<file path="config.mk">
export PLATFORM = sky130hd
export DESIGN_NAME = shut_set_dec
export DESIGN_NICKNAME = d
export VERILOG_FILES = /design/src/rtl/shut_pkg.sv /design/src/rtl/shut_sync.sv /design/src/rtl/shut_ser_rx.sv /design/src/rtl/shut_par_dec.sv /design/src/rtl/shut_set_dec.sv
export SDC_FILE = /design/constraint.sdc
export NUM_CORES = 1
export LEC_CHECK = 0
export ABC_AREA = 1
export BUFFER_PORTS_ARGS = -buffer_cell sky130_fd_sc_hd__buf_2
export CORE_MARGIN = 2
export CORE_UTILIZATION = 35
export DETAILED_ROUTE_END_ITERATION = 7
export SLEW_MARGIN = 15
export SYNTH_ARGS = -nofsm -noshare
export SYNTH_HDL_FRONTEND = slang
export SYNTH_SLANG_ARGS = --single-unit
</file>
<file path="constraint.sdc">
create_clock -name clk -period 3.25 [get_ports clk]
set_input_delay 0.1625 -clock clk [delete_from_list [all_inputs] [get_ports clk]]
set_output_delay 0.1625 -clock clk [all_outputs]
set_load 0.005 [all_outputs]
</file>
<file path="src/rtl/shut_pkg.sv">
package shut_pkg;
    typedef enum logic [1:0] {
        MD_FLICKERLESS = 2'b00,
        MD_FAST        = 2'b01,
        MD_SLOW        = 2'b10,
        MD_OFF         = 2'b11
    } shut_mode_e;

    typedef enum logic [1:0] {
        RX_IDLE  = 2'b00,
        RX_ARMED = 2'b01,
        RX_COPY  = 2'b10
    } rx_state_e;
endpackage

</file>
<file path="src/rtl/shut_sync.sv">
module shut_sync #(
    parameter int W      = 6,
    parameter int STAGES = 2
) (
    input  logic         clk,
    input  logic         rst_n,
    input  logic [W-1:0] d_i,
    output logic [W-1:0] q_o
);
    logic [W-1:0] stage_q [STAGES];

    for (genvar s = 0; s < STAGES; s++) begin : g_stage
        always_ff @(posedge clk or negedge rst_n) begin
            if (!rst_n) begin
                stage_q[s] <= '0;
            end else begin
                stage_q[s] <= (s == 0) ? d_i : stage_q[(s == 0) ? 0 : s-1];
            end
        end
    end

    assign q_o = stage_q[STAGES-1];
endmodule

</file>
<file path="src/rtl/shut_ser_rx.sv">
module shut_ser_rx
    import shut_pkg::*;
#(
    parameter int FRAME_W = 12
) (
    input  logic               clk,
    input  logic               rst_n,
    input  logic               stb_i,
    input  logic               sck_i,
    input  logic               sdat_i,
    output logic [FRAME_W-1:0] frame_o
);
    logic               sck_d;
    logic [FRAME_W-1:0] shreg;
    rx_state_e          st_q, st_n;

    always_ff @(posedge clk or negedge rst_n) begin
        if (!rst_n) begin
            sck_d <= 1'b0;
            shreg <= '0;
        end else begin
            sck_d <= sck_i;
            if (sck_i && !sck_d) begin
                shreg <= {sdat_i, shreg[FRAME_W-1:1]};
            end
        end
    end

    always_ff @(posedge clk or negedge rst_n) begin
        if (!rst_n) begin
            st_q <= RX_IDLE;
        end else begin
            st_q <= st_n;
        end
    end

    always_comb begin
        st_n = st_q;
        unique case (st_q)
            RX_IDLE:  if (stb_i)  st_n = RX_ARMED;
            RX_ARMED: if (!stb_i) st_n = RX_COPY;
            RX_COPY:  st_n = RX_IDLE;
            default:  st_n = RX_IDLE;
        endcase
    end

    always_ff @(posedge clk or negedge rst_n) begin
        if (!rst_n) begin
            frame_o <= '1;
        end else if (st_q == RX_COPY) begin
            frame_o <= shreg;
        end
    end
endmodule

</file>
<file path="src/rtl/shut_par_dec.sv">
module shut_par_dec
    import shut_pkg::*;
#(
    parameter int LOAD_W = 9
) (
    input  logic [2:0]        code_i,
    input  logic [1:0]        mode_i,
    input  logic              pal_i,
    output logic [1:0]        mode_o,
    output logic [LOAD_W-1:0] load_o
);
    localparam logic [LOAD_W-1:0] LOAD_FULL = LOAD_W'(9'h1FF);
    localparam logic [LOAD_W-1:0] LOAD_SLOW = LOAD_W'(9'h1FE);

    logic [2:0]        idx;
    logic [LOAD_W-1:0] fast_ntsc, fast_pal;

    assign idx    = ~code_i;
    assign mode_o = mode_i;

    always_comb begin
        unique case (idx)
            3'd1:    begin fast_ntsc = LOAD_W'(9'h176); fast_pal = LOAD_W'(9'h143); end
            3'd2:    begin fast_ntsc = LOAD_W'(9'h137); fast_pal = LOAD_W'(9'h105); end
            3'd3:    begin fast_ntsc = LOAD_W'(9'h118); fast_pal = LOAD_W'(9'h0E6); end
            3'd4:    begin fast_ntsc = LOAD_W'(9'h108); fast_pal = LOAD_W'(9'h0D6); end
            3'd5:    begin fast_ntsc = LOAD_W'(9'h100); fast_pal = LOAD_W'(9'h0CE); end
            3'd6:    begin fast_ntsc = LOAD_W'(9'h0FC); fast_pal = LOAD_W'(9'h0CA); end
            3'd7:    begin fast_ntsc = LOAD_W'(9'h0FA); fast_pal = LOAD_W'(9'h0C8); end
            default: begin fast_ntsc = LOAD_FULL;      fast_pal = LOAD_FULL;      end
        endcase
    end

    always_comb begin
        unique case (shut_mode_e'(mode_i))
            MD_FLICKERLESS: load_o = pal_i ? LOAD_W'(9'h149) : LOAD_W'(9'h196);
            MD_FAST:        load_o = pal_i ? fast_pal : fast_ntsc;
            MD_SLOW:        load_o = LOAD_SLOW - LOAD_W'(idx);
            default:        load_o = LOAD_FULL;
        endcase
    end
endmodule

</file>
<file path="src/rtl/shut_set_dec.sv">
module shut_set_dec
    import shut_pkg::*;
#(
    parameter int SYNC_STAGES = 2,
    parameter int LOAD_W      = 9,
    parameter int FRAME_W     = 12
) (
    input  logic              clk,
    input  logic              rst_n,
    input  logic              par_sel,
    input  logic              std_pal,
    input  logic [2:0]        set_pin,
    input  logic [1:0]        mode_pin,
    input  logic              fld_sync,
    output logic [1:0]        shut_mode,
    output logic [LOAD_W-1:0] shut_load
);
    localparam int SYNC_W  = 7;
    localparam int M1_BIT  = LOAD_W;
    localparam int M2_BIT  = LOAD_W + 1;

    logic [SYNC_W-1:0]  raw_in, syn;
    logic [2:0]         s_pin;
    logic [1:0]         s_mode;
    logic               s_pal, s_par;
    logic [FRAME_W-1:0] ser_frame;
    logic [1:0]         dec_mode;
    logic [LOAD_W-1:0]  dec_load;
    logic               fs_d, apply;

    assign raw_in = {par_sel, std_pal, mode_pin, set_pin};
    assign {s_par, s_pal, s_mode, s_pin} = syn;

    shut_sync #(.W(SYNC_W), .STAGES(SYNC_STAGES)) sync_i (
        .clk   (clk),
        .rst_n (rst_n),
        .d_i   (raw_in),
        .q_o   (syn)
    );

    shut_ser_rx #(.FRAME_W(FRAME_W)) rx_i (
        .clk     (clk),
        .rst_n   (rst_n),
        .stb_i   (s_pin[0]),
        .sck_i   (s_pin[1]),
        .sdat_i  (s_pin[2]),
        .frame_o (ser_frame)
    );

    shut_par_dec #(.LOAD_W(LOAD_W)) dec_i (
        .code_i (s_pin),
        .mode_i (s_mode),
        .pal_i  (s_pal),
        .mode_o (dec_mode),
        .load_o (dec_load)
    );

    assign apply = fld_sync && !fs_d;

    always_ff @(posedge clk or negedge rst_n) begin
        if (!rst_n) begin
            fs_d      <= 1'b0;
            shut_mode <= MD_OFF;
            shut_load <= '1;
        end else begin
            fs_d <= fld_sync;
            if (apply) begin
                if (s_par) begin
                    shut_mode <= dec_mode;
                    shut_load <= dec_load;
                end else begin
                    shut_mode <= {ser_frame[M1_BIT], ser_frame[M2_BIT]};
                    shut_load <= ser_frame[LOAD_W-1:0];
                end
            end
        end
    end
endmodule

</file>
==> flow_results.org <==
** Critical path
- Walking the worst path, the cells encountered are inv_1, ha_1, nand2_4, nand2_2, nor2_4, nand3_4, nand3_1, o21ai_1, nand2_1, nand2_1, nand2_1.
- The worst setup path is launched from a flop.
- Worst path required time :: 3490 ps
- The largest single stage delay on the critical path is 450 ps.
- The cell that appears most often on the critical path is sky130_fd_sc_hd__nand2_1.
- STA classifies the critical path endpoint as a flop.
- Along the worst path, the maximum fanout reaches 7.
- The worst register-to-register path begins at sync_i.q_o[0].
- Slack of the worst reg-to-reg path :: 1360 ps
- For the worst flop-to-flop path, the logic depth is 11.
- By startpoint and endpoint, the worst setup path is classified as reg -> reg.
- The largest individual stage delay along the critical path comes from the cell sky130_fd_sc_hd__dfrtp_1.
- CP Data Arrival Time :: 2130 ps
- Crit Reg-Reg Endpoint :: shut_load[2]

** Power
- IR analysis of the VDD net gives a maximum drop of 0.0001613 V.
- Clock network fraction of total power :: 0.258
- The internal power of the cells totals 1032 uW.
- Dividing total power by cell area gives a power density of 538.1 nW/um^2.
- Logic gate share of total power :: 0.163
- Net switching power figure :: 416.7 uW
- Leak :: 0.001278 uW
- Share of total power in sequential cells :: 0.578
- Switching power as a share of total power :: 0.2877

** Die
- Standard-cell row count :: 29
- The die covers 7385 sq um.
- Initial cell density of the core :: 0.3659
- Number of top-level pins :: 21
- Width of the die :: 85.94 microns
- The region available for standard cell placement spans 6422 sq um.
- Die height :: 85.94 microns

** GRT
- The first global-routing pass estimated 8.321 mm of wire.
- Maximum number of pins on one net before global-route repair :: 40
- The initial antenna violation count was 0.
- Total track usage :: 0.1439
- After global routing the overflow that remains totals 0.
- The number of global-route vias before repair was 1,768.

** Logic synthesis
- After synthesis the cells add up to 2350 sq um.
- Yosys mapped the design onto 29 distinct sky130hd cell types.
- Yosys printed 0 warnings.
- When the netlist entered floorplanning its net count stood at 279.
- Average size of a mapped cell :: 8.901 sq um
- Of the synthesized area, sequential elements account for 0.5655.
- Flops & latches, synth :: 52
- Synthesis produced 264 cells.

** STA
- Counting I/O delays and the setup requirement, the final critical path takes 1888 ps.
- Max frequency :: 529.6 MHz
- Share of the cycle needed by the critical path after routing :: 0.5810
- Number of max-slew violations in the final report :: 0
- Worst setup slack after layout :: 1362 ps
- Unrepaired setup endpoints after global routing :: no
- Fin Hold WS :: 355.9 ps
- Actual slew at the worst max-slew pin :: 843.0 ps
- Total negative slack :: 0 ps
- Number of hold violations in the final report :: 0
- The worst pin sits at a relative slew slack of 0.4380.
- Finish-stage setup viols :: 0
- Between clock sinks in the finished design, the worst skew comes to 8.821 ps.

** Detailed routing
- The detailed router put a total of 2.266 mm of wire on met1.
- Before antenna repair, the detailed router went through 4 iterations.
- Top routing layer in use :: met4
- In the routed layout, each cell is associated on average with a via count of 4.808.
- Met3 Wirelength :: 163 microns
- Number of remaining DRC errors :: 0
- Once detail routing completed, the nets flagged for antenna violations numbered 0.
- The routed design uses 2.233 mm of met2 wire.
- Across all layers, the routed design uses 1,779 vias.
- For this block, the routed nets add up to 4.752 mm of wire.
- Detailed router's first-iteration violation count :: 94
- In the final routed layout, each cell accounts on average for 12.84 microns.

** Placed design
- Input and output buffers added on the ports amount to 20.
- At the end of routability-driven placement, the weighted congestion stood at 0.8871.
- Place WS :: 1408 ps
- Placed Area :: 2510 sq um
- The wire-length estimate of the detail-placed layout is 3.412 mm.

** Finish
- Most common cell after layout, fill and taps aside :: sky130_fd_sc_hd__nand2_1
- Highest-count cells in the layout ignoring fill and taps :: sky130_fd_sc_hd__nand2_1 (67), sky130_fd_sc_hd__nor2_1 (32), sky130_fd_sc_hd__dfrtp_1 (30)
- Layout Area Growth over Synthesis :: 14.54%
- Summing all flip-flop and latch instances after layout gives 1329 sq um.
- Of the cells placed in the final design, the portion with a size suffix greater than 1 is 0.2355.
- Summing all non-filler instances in the final layout gives an area of 2691 sq um.
- After filler insertion, the fill cell instance count of the layout stands at 649.
- Post-layout net count :: 307
- Area used by multi-input combinational logic :: 880.8 sq um
- The number of antenna diodes in the final layout is 0.

** Hold path
- The tightest min-delay check is of the reg -> reg type.
- The worst hold path passes through 0 cells.
- For hold timing, the worst endpoint is sync_i.q_o[0].
- The startpoint identified for the worst hold timing path is sync_i.stage_q[7].

** Clock network
- The tree is rooted in a sky130_fd_sc_hd__clkbuf_8.
- Counting along the longest clock path gives a buffer depth of 2.
- Clock slew seen by the registers of the worst setup and hold paths :: 100 ps
- Clock tree synthesis found a total of 52 sinks.
- Clock tree synthesis inserted a total of 5 buffers.
- Htree depth :: 2
- Clock insertion delay at the later pin of the skew report :: 310 ps
- TritonCTS built the clock tree.

** Job
- Max cap viols :: 0

** Outcome
- Result of the run :: finished, final reports clean
==> worst max-delay path, delay by kind of cell (launching register included) <==
kind                       cells  cell delay, ps
DFF                            1             450
buffers and inverters          1             180
and+or+nand+nor                8             690
AOI/OAI and AO/OA              1             170
adders and majority gates      1             330
==> power by group through the flow <==
stage | Sequential [uW] | Clock, uW | Combinational (uW)
after floorplan | 833 | 0 | 161
after global placement | 847 | 0 | 227
after detailed placement | 850 | 0 | 231
after CTS | 839 | 390 | 240
after global routing | 853 | 422 | 276
final | 838 | 374 | 237
==> cell type report <==
type | instances | share of cell area
multi-input cells | 178 | 0.3273
repair buffers | 30 | 0.07345
clock inverters | 3 | 0.008368
inverters | 25 | 0.03580
clock buffers | 5 | 0.02557
well taps | 77 | 0.03580
flip-flops and latches | 52 | 0.4937
==> what timing repair did <==
item	in CTS	in global routing
hold endpoints to repair	38	0
setup buffers	0	0
hold buffers	9	0
gates resized for setup	0	0
==> logic make-up after synthesis <==
group,count (synthesis),share of synthesized area
adder cells (fa/ha/maj),5,0.02662
buffers and inverters,34,0.05964
multiplexers,1,0.004792
AO/OA/AOI/OAI,51,0.1225
flip-flops,52,0.5655
AND/OR/NAND/NOR,121,0.2210
==> stage by stage <==
step / util / cells / power [uW]
3_5_place_dp: 0.3908 / 353 / 1081
5_1_grt: 0.4191 / 370 / 1552
3_3_place_gp: 0.3908 / 353 / 1074
6_report: 0.4191 / 370 / 1448
2_1_floorplan: - / 264 / 994.1
4_1_cts: 0.4191 / 370 / 1469
==> worst max-delay path by stage <==
stage,start,to,slack (ps),depth (start not counted)
floorplan,sync_i.q_o[0],shut_load[0],1700,11
global placement,sync_i.q_o[0],shut_load[2],1460,11
detailed placement,sync_i.q_o[0],shut_load[2],1410,11
CTS,sync_i.q_o[0],shut_load[2],1380,11
global route,sync_i.q_o[0],shut_load[2],1130,11
finish,sync_i.q_o[0],shut_load[2],1360,11
==> synthesized netlist by cell type (all sizes together) <==
cell type / count / share of area
a31oi: 1 / 0.0027
or2: 2 / 0.0053
a21oi: 18 / 0.042
ha: 5 / 0.027
buf: 3 / 0.0091
nor2: 34 / 0.059
mux2: 1 / 0.0048
nand3: 14 / 0.035
dfrtp: 30 / 0.32
o211ai: 1 / 0.0032
a211oi: 1 / 0.0032
nand2: 71 / 0.12
clkbuf: 6 / 0.0096
inv: 25 / 0.041
o21ai: 30 / 0.072
dfstp: 22 / 0.25
==> flip-flops by register name, indices dropped and copies added (netlist names) <==
register	count
shut_mode	2
fs_d	1
sync_i.stage_q	7
shut_load	9
rx_i.frame_o	11
rx_i.st_q	2
rx_i.sck_d	1
sync_i.q_o	7
rx_i.shreg	12
==> per-layer routing <==
metal / GRT usage / up-vias
met1: 0.1897 / 849
met5: 0 / -
met4: 0.05628 / 0
li1: - / 891
met3: 0.03561 / 7
met2: 0.2276 / 32
(Power assumes the default switching activity.)
